--- config.mk ---
export PLATFORM = sky130hd
export DESIGN_NAME = daf_addr_filter
export DESIGN_NICKNAME = d
export VERILOG_FILES = /design/src/rtl/daf_pkg.sv /design/src/rtl/daf_cfg_regs.sv /design/src/rtl/daf_slot_match.sv /design/src/rtl/daf_hash_lookup.sv /design/src/rtl/daf_addr_filter.sv
export SDC_FILE = /design/constraint.sdc
export NUM_CORES = 1
export LEC_CHECK = 0
export ABC_AREA = 1
export BUFFER_PORTS_ARGS = -buffer_cell sky130_fd_sc_hd__buf_2
export CORE_UTILIZATION = 30
export DETAILED_ROUTE_END_ITERATION = 7
export PLACE_DENSITY = 0.46
export SETUP_SLACK_MARGIN = 0.4
export SLEW_MARGIN = 20
export SYNTH_ARGS = -nofsm -noshare
export SYNTH_HDL_FRONTEND = slang
export SYNTH_SLANG_ARGS = --single-unit
export TNS_END_PERCENT = 30
--- constraint.sdc ---
create_clock -name clk -period 1.6 [get_ports clk]
set_input_delay 0.16 -clock clk [delete_from_list [all_inputs] [get_ports clk]]
set_output_delay 0.16 -clock clk [all_outputs]
set_load 0.02 [all_outputs]
--- src/rtl/daf_pkg.sv ---
package daf_pkg;

  localparam int MAC_W          = 48;
  localparam int WORD_W         = 16;
  localparam int WORDS_PER_SLOT = MAC_W / WORD_W;

  // register map
  localparam int CTRL_OFS     = 'h00;
  localparam int HASH_BASE    = 'h10;
  localparam int SLOT_BASE    = 'h20;
  localparam int SLOT_STRIDE  = 8;
  localparam int PROMISC_BIT  = 5;
  localparam int ALLMULTI_BIT = 8;

  typedef logic [MAC_W-1:0] mac_t;

  // bit position inside a hash word, counted from the top
  function automatic logic [3:0] hash_bit_pos(input logic [3:0] nib);
    return 4'd15 - nib;
  endfunction

  function automatic logic addr_is_group(input mac_t a);
    return a[0];
  endfunction

  function automatic logic addr_is_bcast(input mac_t a);
    return &a;
  endfunction

endpackage

--- src/rtl/daf_cfg_regs.sv ---
module daf_cfg_regs
  import daf_pkg::*;
#(
  parameter int CFG_AW     = 8,
  parameter int NUM_SLOTS  = 5,
  parameter int HASH_WORDS = 4
) (
  input  logic                                clk,
  input  logic                                rst_n,
  input  logic                                wr_en,
  input  logic [CFG_AW-1:0]                   wr_addr,
  input  logic [WORD_W-1:0]                   wr_data,
  output logic [NUM_SLOTS-1:0][MAC_W-1:0]     slots_o,
  output logic [HASH_WORDS*WORD_W-1:0]        hash_o,
  output logic                                promisc_o,
  output logic                                allmulti_o
);

  logic promisc_q;
  logic allmulti_q;
  logic ctrl_hit;

  assign ctrl_hit = wr_en && (wr_addr == CFG_AW'(CTRL_OFS));

  always_ff @(posedge clk or negedge rst_n) begin
    if (!rst_n) begin
      promisc_q  <= 1'b0;
      allmulti_q <= 1'b0;
    end else if (ctrl_hit) begin
      promisc_q  <= wr_data[PROMISC_BIT];
      allmulti_q <= wr_data[ALLMULTI_BIT];
    end
  end

  assign promisc_o  = promisc_q;
  assign allmulti_o = allmulti_q;

  // address slots: slot 0 resets to zero, the others to all ones
  for (genvar s = 0; s < NUM_SLOTS; s++) begin : g_slot
    for (genvar w = 0; w < WORDS_PER_SLOT; w++) begin : g_word
      localparam int OFS = SLOT_BASE + s * SLOT_STRIDE + 2 * w;
      localparam logic [WORD_W-1:0] RST_VAL = (s == 0) ? '0 : '1;
      logic [WORD_W-1:0] word_q;
      logic              hit;
      assign hit = wr_en && (wr_addr == CFG_AW'(OFS));
      always_ff @(posedge clk or negedge rst_n) begin
        if (!rst_n)   word_q <= RST_VAL;
        else if (hit) word_q <= wr_data;
      end
      assign slots_o[s][w*WORD_W +: WORD_W] = word_q;
    end
  end

  // hash table words
  for (genvar j = 0; j < HASH_WORDS; j++) begin : g_hash
    localparam int OFS = HASH_BASE + 2 * j;
    logic [WORD_W-1:0] word_q;
    logic              hit;
    assign hit = wr_en && (wr_addr == CFG_AW'(OFS));
    always_ff @(posedge clk or negedge rst_n) begin
      if (!rst_n)   word_q <= '0;
      else if (hit) word_q <= wr_data;
    end
    assign hash_o[j*WORD_W +: WORD_W] = word_q;
  end

endmodule

--- src/rtl/daf_slot_match.sv ---
module daf_slot_match
  import daf_pkg::*;
#(
  parameter int NUM_SLOTS = 5
) (
  input  logic [NUM_SLOTS-1:0][MAC_W-1:0] slots_i,
  input  mac_t                            dest_i,
  output logic [NUM_SLOTS-1:0]            hit_o
);

  for (genvar s = 0; s < NUM_SLOTS; s++) begin : g_cmp
    assign hit_o[s] = (slots_i[s] == dest_i);
  end

endmodule

--- src/rtl/daf_hash_lookup.sv ---
module daf_hash_lookup
  import daf_pkg::*;
#(
  parameter  int HASH_WORDS = 4,
  localparam int IDX_W      = $clog2(HASH_WORDS)
) (
  input  logic [HASH_WORDS*WORD_W-1:0] table_i,
  input  logic [IDX_W+3:0]             crc_i,
  output logic                         hit_o
);

  logic [IDX_W+3:0] bit_index;

  // upper CRC bits pick the word, the low nibble picks a reversed bit
  assign bit_index = {crc_i[IDX_W+3:4], hash_bit_pos(crc_i[3:0])};
  assign hit_o     = table_i[bit_index];

endmodule

--- src/rtl/daf_addr_filter.sv ---
module daf_addr_filter
  import daf_pkg::*;
#(
  parameter  int CFG_AW     = 8,
  parameter  int NUM_XSLOTS = 4,
  parameter  int HASH_WORDS = 4,
  localparam int HIDX_W     = $clog2(HASH_WORDS)
) (
  input  logic              clk,
  input  logic              rst_n,
  input  logic              cfg_wr_en,
  input  logic [CFG_AW-1:0] cfg_addr,
  input  logic [15:0]       cfg_wdata,
  input  logic              chk_start,
  input  logic [47:0]       chk_dest,
  input  logic [HIDX_W+3:0] chk_crc_lsb,
  output logic              dec_valid,
  output logic              dec_accept
);

  localparam int NUM_SLOTS = NUM_XSLOTS + 1;

  logic [NUM_SLOTS-1:0][MAC_W-1:0] slots_w;
  logic [HASH_WORDS*WORD_W-1:0]    hash_w;
  logic [NUM_SLOTS-1:0]            slot_hits_w;
  logic                            promisc_w;
  logic                            allmulti_w;
  logic                            station_hit_w;
  logic                            any_slot_hit_w;
  logic                            hash_hit_w;
  logic                            is_group_w;
  logic                            is_bcast_w;
  logic                            group_pass_w;
  logic                            accept_next_w;
  logic                            valid_q;
  logic                            accept_q;

  daf_cfg_regs #(
    .CFG_AW     (CFG_AW),
    .NUM_SLOTS  (NUM_SLOTS),
    .HASH_WORDS (HASH_WORDS)
  ) regs_i (
    .clk        (clk),
    .rst_n      (rst_n),
    .wr_en      (cfg_wr_en),
    .wr_addr    (cfg_addr),
    .wr_data    (cfg_wdata),
    .slots_o    (slots_w),
    .hash_o     (hash_w),
    .promisc_o  (promisc_w),
    .allmulti_o (allmulti_w)
  );

  daf_slot_match #(
    .NUM_SLOTS (NUM_SLOTS)
  ) match_i (
    .slots_i (slots_w),
    .dest_i  (chk_dest),
    .hit_o   (slot_hits_w)
  );

  daf_hash_lookup #(
    .HASH_WORDS (HASH_WORDS)
  ) hash_i (
    .table_i (hash_w),
    .crc_i   (chk_crc_lsb),
    .hit_o   (hash_hit_w)
  );

  assign station_hit_w  = slot_hits_w[0];
  assign any_slot_hit_w = |slot_hits_w;
  assign is_group_w     = addr_is_group(chk_dest);
  assign is_bcast_w     = addr_is_bcast(chk_dest);
  assign group_pass_w   = allmulti_w | any_slot_hit_w | hash_hit_w;
  assign accept_next_w  = promisc_w | is_bcast_w |
                          (is_group_w ? group_pass_w : station_hit_w);

  always_ff @(posedge clk or negedge rst_n) begin
    if (!rst_n) begin
      valid_q  <= 1'b0;
      accept_q <= 1'b0;
    end else begin
      valid_q  <= chk_start;
      accept_q <= chk_start & accept_next_w;
    end
  end

  assign dec_valid  = valid_q;
  assign dec_accept = accept_q;

endmodule

==> summary.txt <==
Power
  • Proportion of total power due to net switching: 0.260
  • Power per standard cell area: 1010 mW/mm²
  • Final Total Pwr: 19.5 mW
  • Switching power total: around 5 mW
  • Part of the power in combinational logic: 0.119
  • Internal power consumption: ~14 mW
  • Clk network pwr share: 0.438
  • Leakage power summed over all cells: 7.96 nW
  • Portion of total power attributed to sequential cells: 0.443
  • Max rail drop VDD: 538 µV

Cells and area
  • Non-filler instance count after layout: roughly 2800
  • Flip-flop and latch area: a little under 0.008 mm²
  • Number of diodes: 0
  • Synthesis-to-finish area growth: 22.6%
  • Area of combinational cells with multiple inputs: 0.00677 mm²
  • Final net count: about 2100
  • Fillcell total: roughly 5400
  • Proportion of layout cells with a drive suffix above 1: 0.241
  • Final Util: 0.373

Yosys
  • Count of mapped cells out of synthesis: 1919
  • Syn Nets: 2001
  • Synthesized area: 0.0157 mm²
  • Number of warning messages in the yosys log: 0
  • Syn_area_per_cell: 8.17 µm²
  • Sequential cell area fraction in the yosys report: 0.507
  • Number of register bits inferred by synthesis: just over 300
  • Post-synthesis cell type count: 28

Min path
  • Path class of the lowest-slack min-delay path: input pin to register
  • Hold Crit Start: chk_dest[0]

Global routing
  • Global-route wire length before repair: 77.7 mm
  • Gr usage total: 0.195
  • Overflow after GRT: 0
  • Initial antenna violation count: 0
  • Number of global-route vias before repair: approximately 12000
  • Maximum number of pins on one net before global-route repair: 50

CTS
  • Number of buffers inserted during clock tree synthesis: 38
  • Clock latency reported for the late side of the worst-skew pair: between 0.5 and 0.6 ns
  • Clock tree from TritonCTS: done
  • Clock transition at the registers of the reported paths: approximately 0.060 ns
  • Maximum buffer depth of the clock tree: 3
  • Clk root buf: sky130_fd_sc_hd__clkbuf_16
  • Maximum level of the CTS H-tree: 2
  • Clock sink count: ~310

Placement
  • PortBufs: 83
  • Placed Cells: approximately 2700
  • Final HPWL DP: between 30 and 40 mm
  • Gpl congestion: 0.813
  • Worst-case setup slack after placement: -0.284 ns

Critical path
  • Crit-path most repeated cell: sky130_fd_sc_hd__nand2_1
  • Critical Path Start Type: register
  • Worst Path Buf+Inv: 0
  • Launch point of the worst path: regs_i.g_slot[2].g_word[2].word_q[5]$_DFFE_PN1P_
  • Data arrival time at the worst-slack endpoint: around 2.2 ns
  • Critical path class: register to register
  • CP peak stage delay: about 0.54 ns
  • Cell-by-cell trace of the critical path: xnor2_1, nand2_1, nor2_1, nand2_1, nor2_4, nand3_4, nand2_2, nor2_1, nand4_1, nand2_1, a21oi_2
  • CP required: between 2 and 2.5 ns
  • Critical path peak fanout: 2
  • CP max-delay cell: sky130_fd_sc_hd__dfstp_2
  • Reg2reg start: regs_i.g_slot[2].g_word[2].word_q[5]$_DFFE_PN1P_
  • Type of destination of the critical path: register
  • Dominant delay contributor by cell family on the critical path: simple AND/OR/NAND/NOR gates

STA
  • Final cycle utilization of the critical path: 1.09
  • Final Hold Slack: roughly 0.1 ns
  • Final hold violation count: 0
  • Worst clock skew on the final layout: 0.00994 ns
  • Fin crit period: around 1.7 ns
  • Minimum setup slack in the final design: -0.138 ns
  • Maximum operating frequency: about 580 MHz
  • Count of pins over their slew limit: 0
  • Unrepaired setup endpoints after global routing: yes
  • Worst Tran Pin Value: ~0.47 ns
  • Max transition margin: 0.688
  • Final count of negative-setup-slack endpoints: 1

Drt
  • Number of nets with antenna violations after detailed routing: 0
  • Via count normalized by instance count: about 4.6
  • Sum of routed wire length over all layers: between 50 and 60 mm
  • Post-route DRC violation count: 0
  • Mean routed wirelength per cell: between 15 and 20 µm
  • Initial DRT Pass Iterations: 8
  • Initial detailed-routing violation count: approximately 700
  • Total number of vias: around 13000

Die
  • Starting utilization of the core area: 0.304
  • Die Span Y: between 200 and 250 µm
  • Horizontal extent of the die: roughly 230 µm
  • Core Rows: 83
  • Die outline area: 0.0532 mm²
  • Boundary pin count: 84
  • Core box area: 0.0515 mm²

Run
  • Max Cap Violations: 0

Outcome
  • Violations in the final reports: negative setup slack
  • Status: finished, violations left
-- cells in the mapped netlist (all sizes together) --
master,instances,area share
xor2,15,0.0084
nor2,77,0.018
nand4,26,0.011
nor3,14,0.0065
buf,66,0.023
nand3,70,0.022
inv,125,0.030
a21oi,7,0.0025
xnor2,167,0.093
clkbuf,63,0.015
dfrtp,116,0.19
nand2,661,0.16
dfstp,192,0.32
o21ai,301,0.096
or2,13,0.0052
nor4,5,0.0030
nand3b,1,0.00048
-- flip-flops by register name, indices dropped and copies added (netlist names) --
register	count
dec_accept	1
dec_valid	1
regs_i.allmulti_o	1
regs_i.g_hash.word_q	64
regs_i.g_slot.g_word.word_q	240
regs_i.promisc_o	1
-- placed cells by master (no fill, tap or decap), types with 2 or more instances in the layout --
cell                            instances
sky130_fd_sc_hd__nor2_2                 9
sky130_fd_sc_hd__nor4_1                 4
sky130_fd_sc_hd__nand2_1              651
sky130_fd_sc_hd__dfrtp_1              116
sky130_fd_sc_hd__inv_2                  7
sky130_fd_sc_hd__dfstp_2              192
sky130_fd_sc_hd__clkbuf_1              17
sky130_fd_sc_hd__nor3_2                 6
sky130_fd_sc_hd__o21ai_0              280
sky130_fd_sc_hd__a21oi_1                6
sky130_fd_sc_hd__inv_1                118
sky130_fd_sc_hd__or2_0                  4
sky130_fd_sc_hd__clkinv_2               4
sky130_fd_sc_hd__xnor2_2                3
sky130_fd_sc_hd__buf_6                  2
sky130_fd_sc_hd__nand2_2               10
sky130_fd_sc_hd__buf_12                37
sky130_fd_sc_hd__buf_4                 87
sky130_fd_sc_hd__xor2_1                15
sky130_fd_sc_hd__clkbuf_8               8
sky130_fd_sc_hd__nor3_1                 7
sky130_fd_sc_hd__buf_2                 80
sky130_fd_sc_hd__nand3_1               69
sky130_fd_sc_hd__nor2_1                66
sky130_fd_sc_hd__clkbuf_16             41
sky130_fd_sc_hd__or2_2                  7
sky130_fd_sc_hd__or2_1                  2
sky130_fd_sc_hd__nor2_4                 2
sky130_fd_sc_hd__dlygate4sd3_1         13
sky130_fd_sc_hd__nand4_1               25
sky130_fd_sc_hd__xnor2_1              164
sky130_fd_sc_hd__o21ai_1               21
-- power groups by stage --
stage               Combinational (mW)  Sequential (mW)  Clock (mW)
floorplan                         1.28             8.69           0
global placement                  2.28             8.73           0
detailed placement                2.30             8.74           0
CTS                               2.34             8.62        8.76
global route                      2.59             8.68        9.06
finish                            2.32             8.63        8.52
-- per-layer routing --
| layer | share of wire | up-vias | track usage |
|---|---|---|---|
| met2 | 0.46 | 251 | 0.310 |
| li1 | - | 6297 | - |
| met3 | 0.040 | 69 | 0.0324 |
| met5 | 0 | - | 0 |
| met4 | 0.021 | 0 | 0.0501 |
| met1 | 0.48 | 6050 | 0.273 |
-- repair_timing --
action,CTS,global route
endpoints found under the setup margin,3,3
endpoints found under the hold margin,135,0
gates cloned,0,0
resized for setup,12,22
pin swaps,5,12
setup buffers,0,0
hold buffers,13,0
-- path summary, 6_finish.rpt --
path,endpoint,slack [ns],depth (start not counted)
worst min register to register,regs_i.g_hash[1].word_q[2]$_DFFE_PN0P_,0.48,2
worst min-delay path,dec_accept$_DFF_PN0_,0.1,4
worst max register to register,dec_accept$_DFF_PN0_,-0.14,11
max in group asynchronous,regs_i.g_slot[3].g_word[2].word_q[1]$_DFFE_PN1P_,0.75,3
min in group asynchronous,regs_i.g_slot[0].g_word[1].word_q[13]$_DFFE_PN0P_,0.14,2
worst max-delay path,dec_accept$_DFF_PN0_,-0.14,11
-- per-stage QoR --
stage / area, µm² / TNS (ns)
finish: 19200 / -0.138
global route: 19200 / -0.274
CTS: 19100 / -0.166
detailed placement: 17800 / -0.286
global placement: 17800 / -0.286
floorplan: 15700 / 0
-- worst register-to-register path, cell delays in order (launching register included) --
cell                      delay, ns
sky130_fd_sc_hd__dfstp_2       0.54
sky130_fd_sc_hd__xnor2_1       0.11
sky130_fd_sc_hd__nand2_1       0.07
sky130_fd_sc_hd__nor2_1        0.14
sky130_fd_sc_hd__nand2_1       0.19
sky130_fd_sc_hd__nor2_4        0.17
sky130_fd_sc_hd__nand3_4       0.09
sky130_fd_sc_hd__nand2_2       0.06
sky130_fd_sc_hd__nor2_1        0.04
sky130_fd_sc_hd__nand4_1       0.06
sky130_fd_sc_hd__nand2_1       0.07
sky130_fd_sc_hd__a21oi_2       0.12
-- logic make-up (layout without fill, tap and decap cells) --
family / count (synthesis) / count (layout) / synth area share
compound gates: 308 / 308 / 0.0985
xor+xnor: 182 / 182 / 0.102
buf+inv: 254 / 415 / 0.0682
flops: 308 / 308 / 0.507
simple gates: 867 / 867 / 0.225
-- area by class of cell --
cell class | count | share of cell area
flip-flops and latches | 308 | 0.413
multi-input cells | 1357 | 0.352
repair buffers | 220 | 0.102
clock buffers | 66 | 0.0624
well taps | 680 | 0.0443
inverters | 125 | 0.0244
clock inverters | 4 | 0.00104
Note: power is estimated with default switching activity, not from simulation.
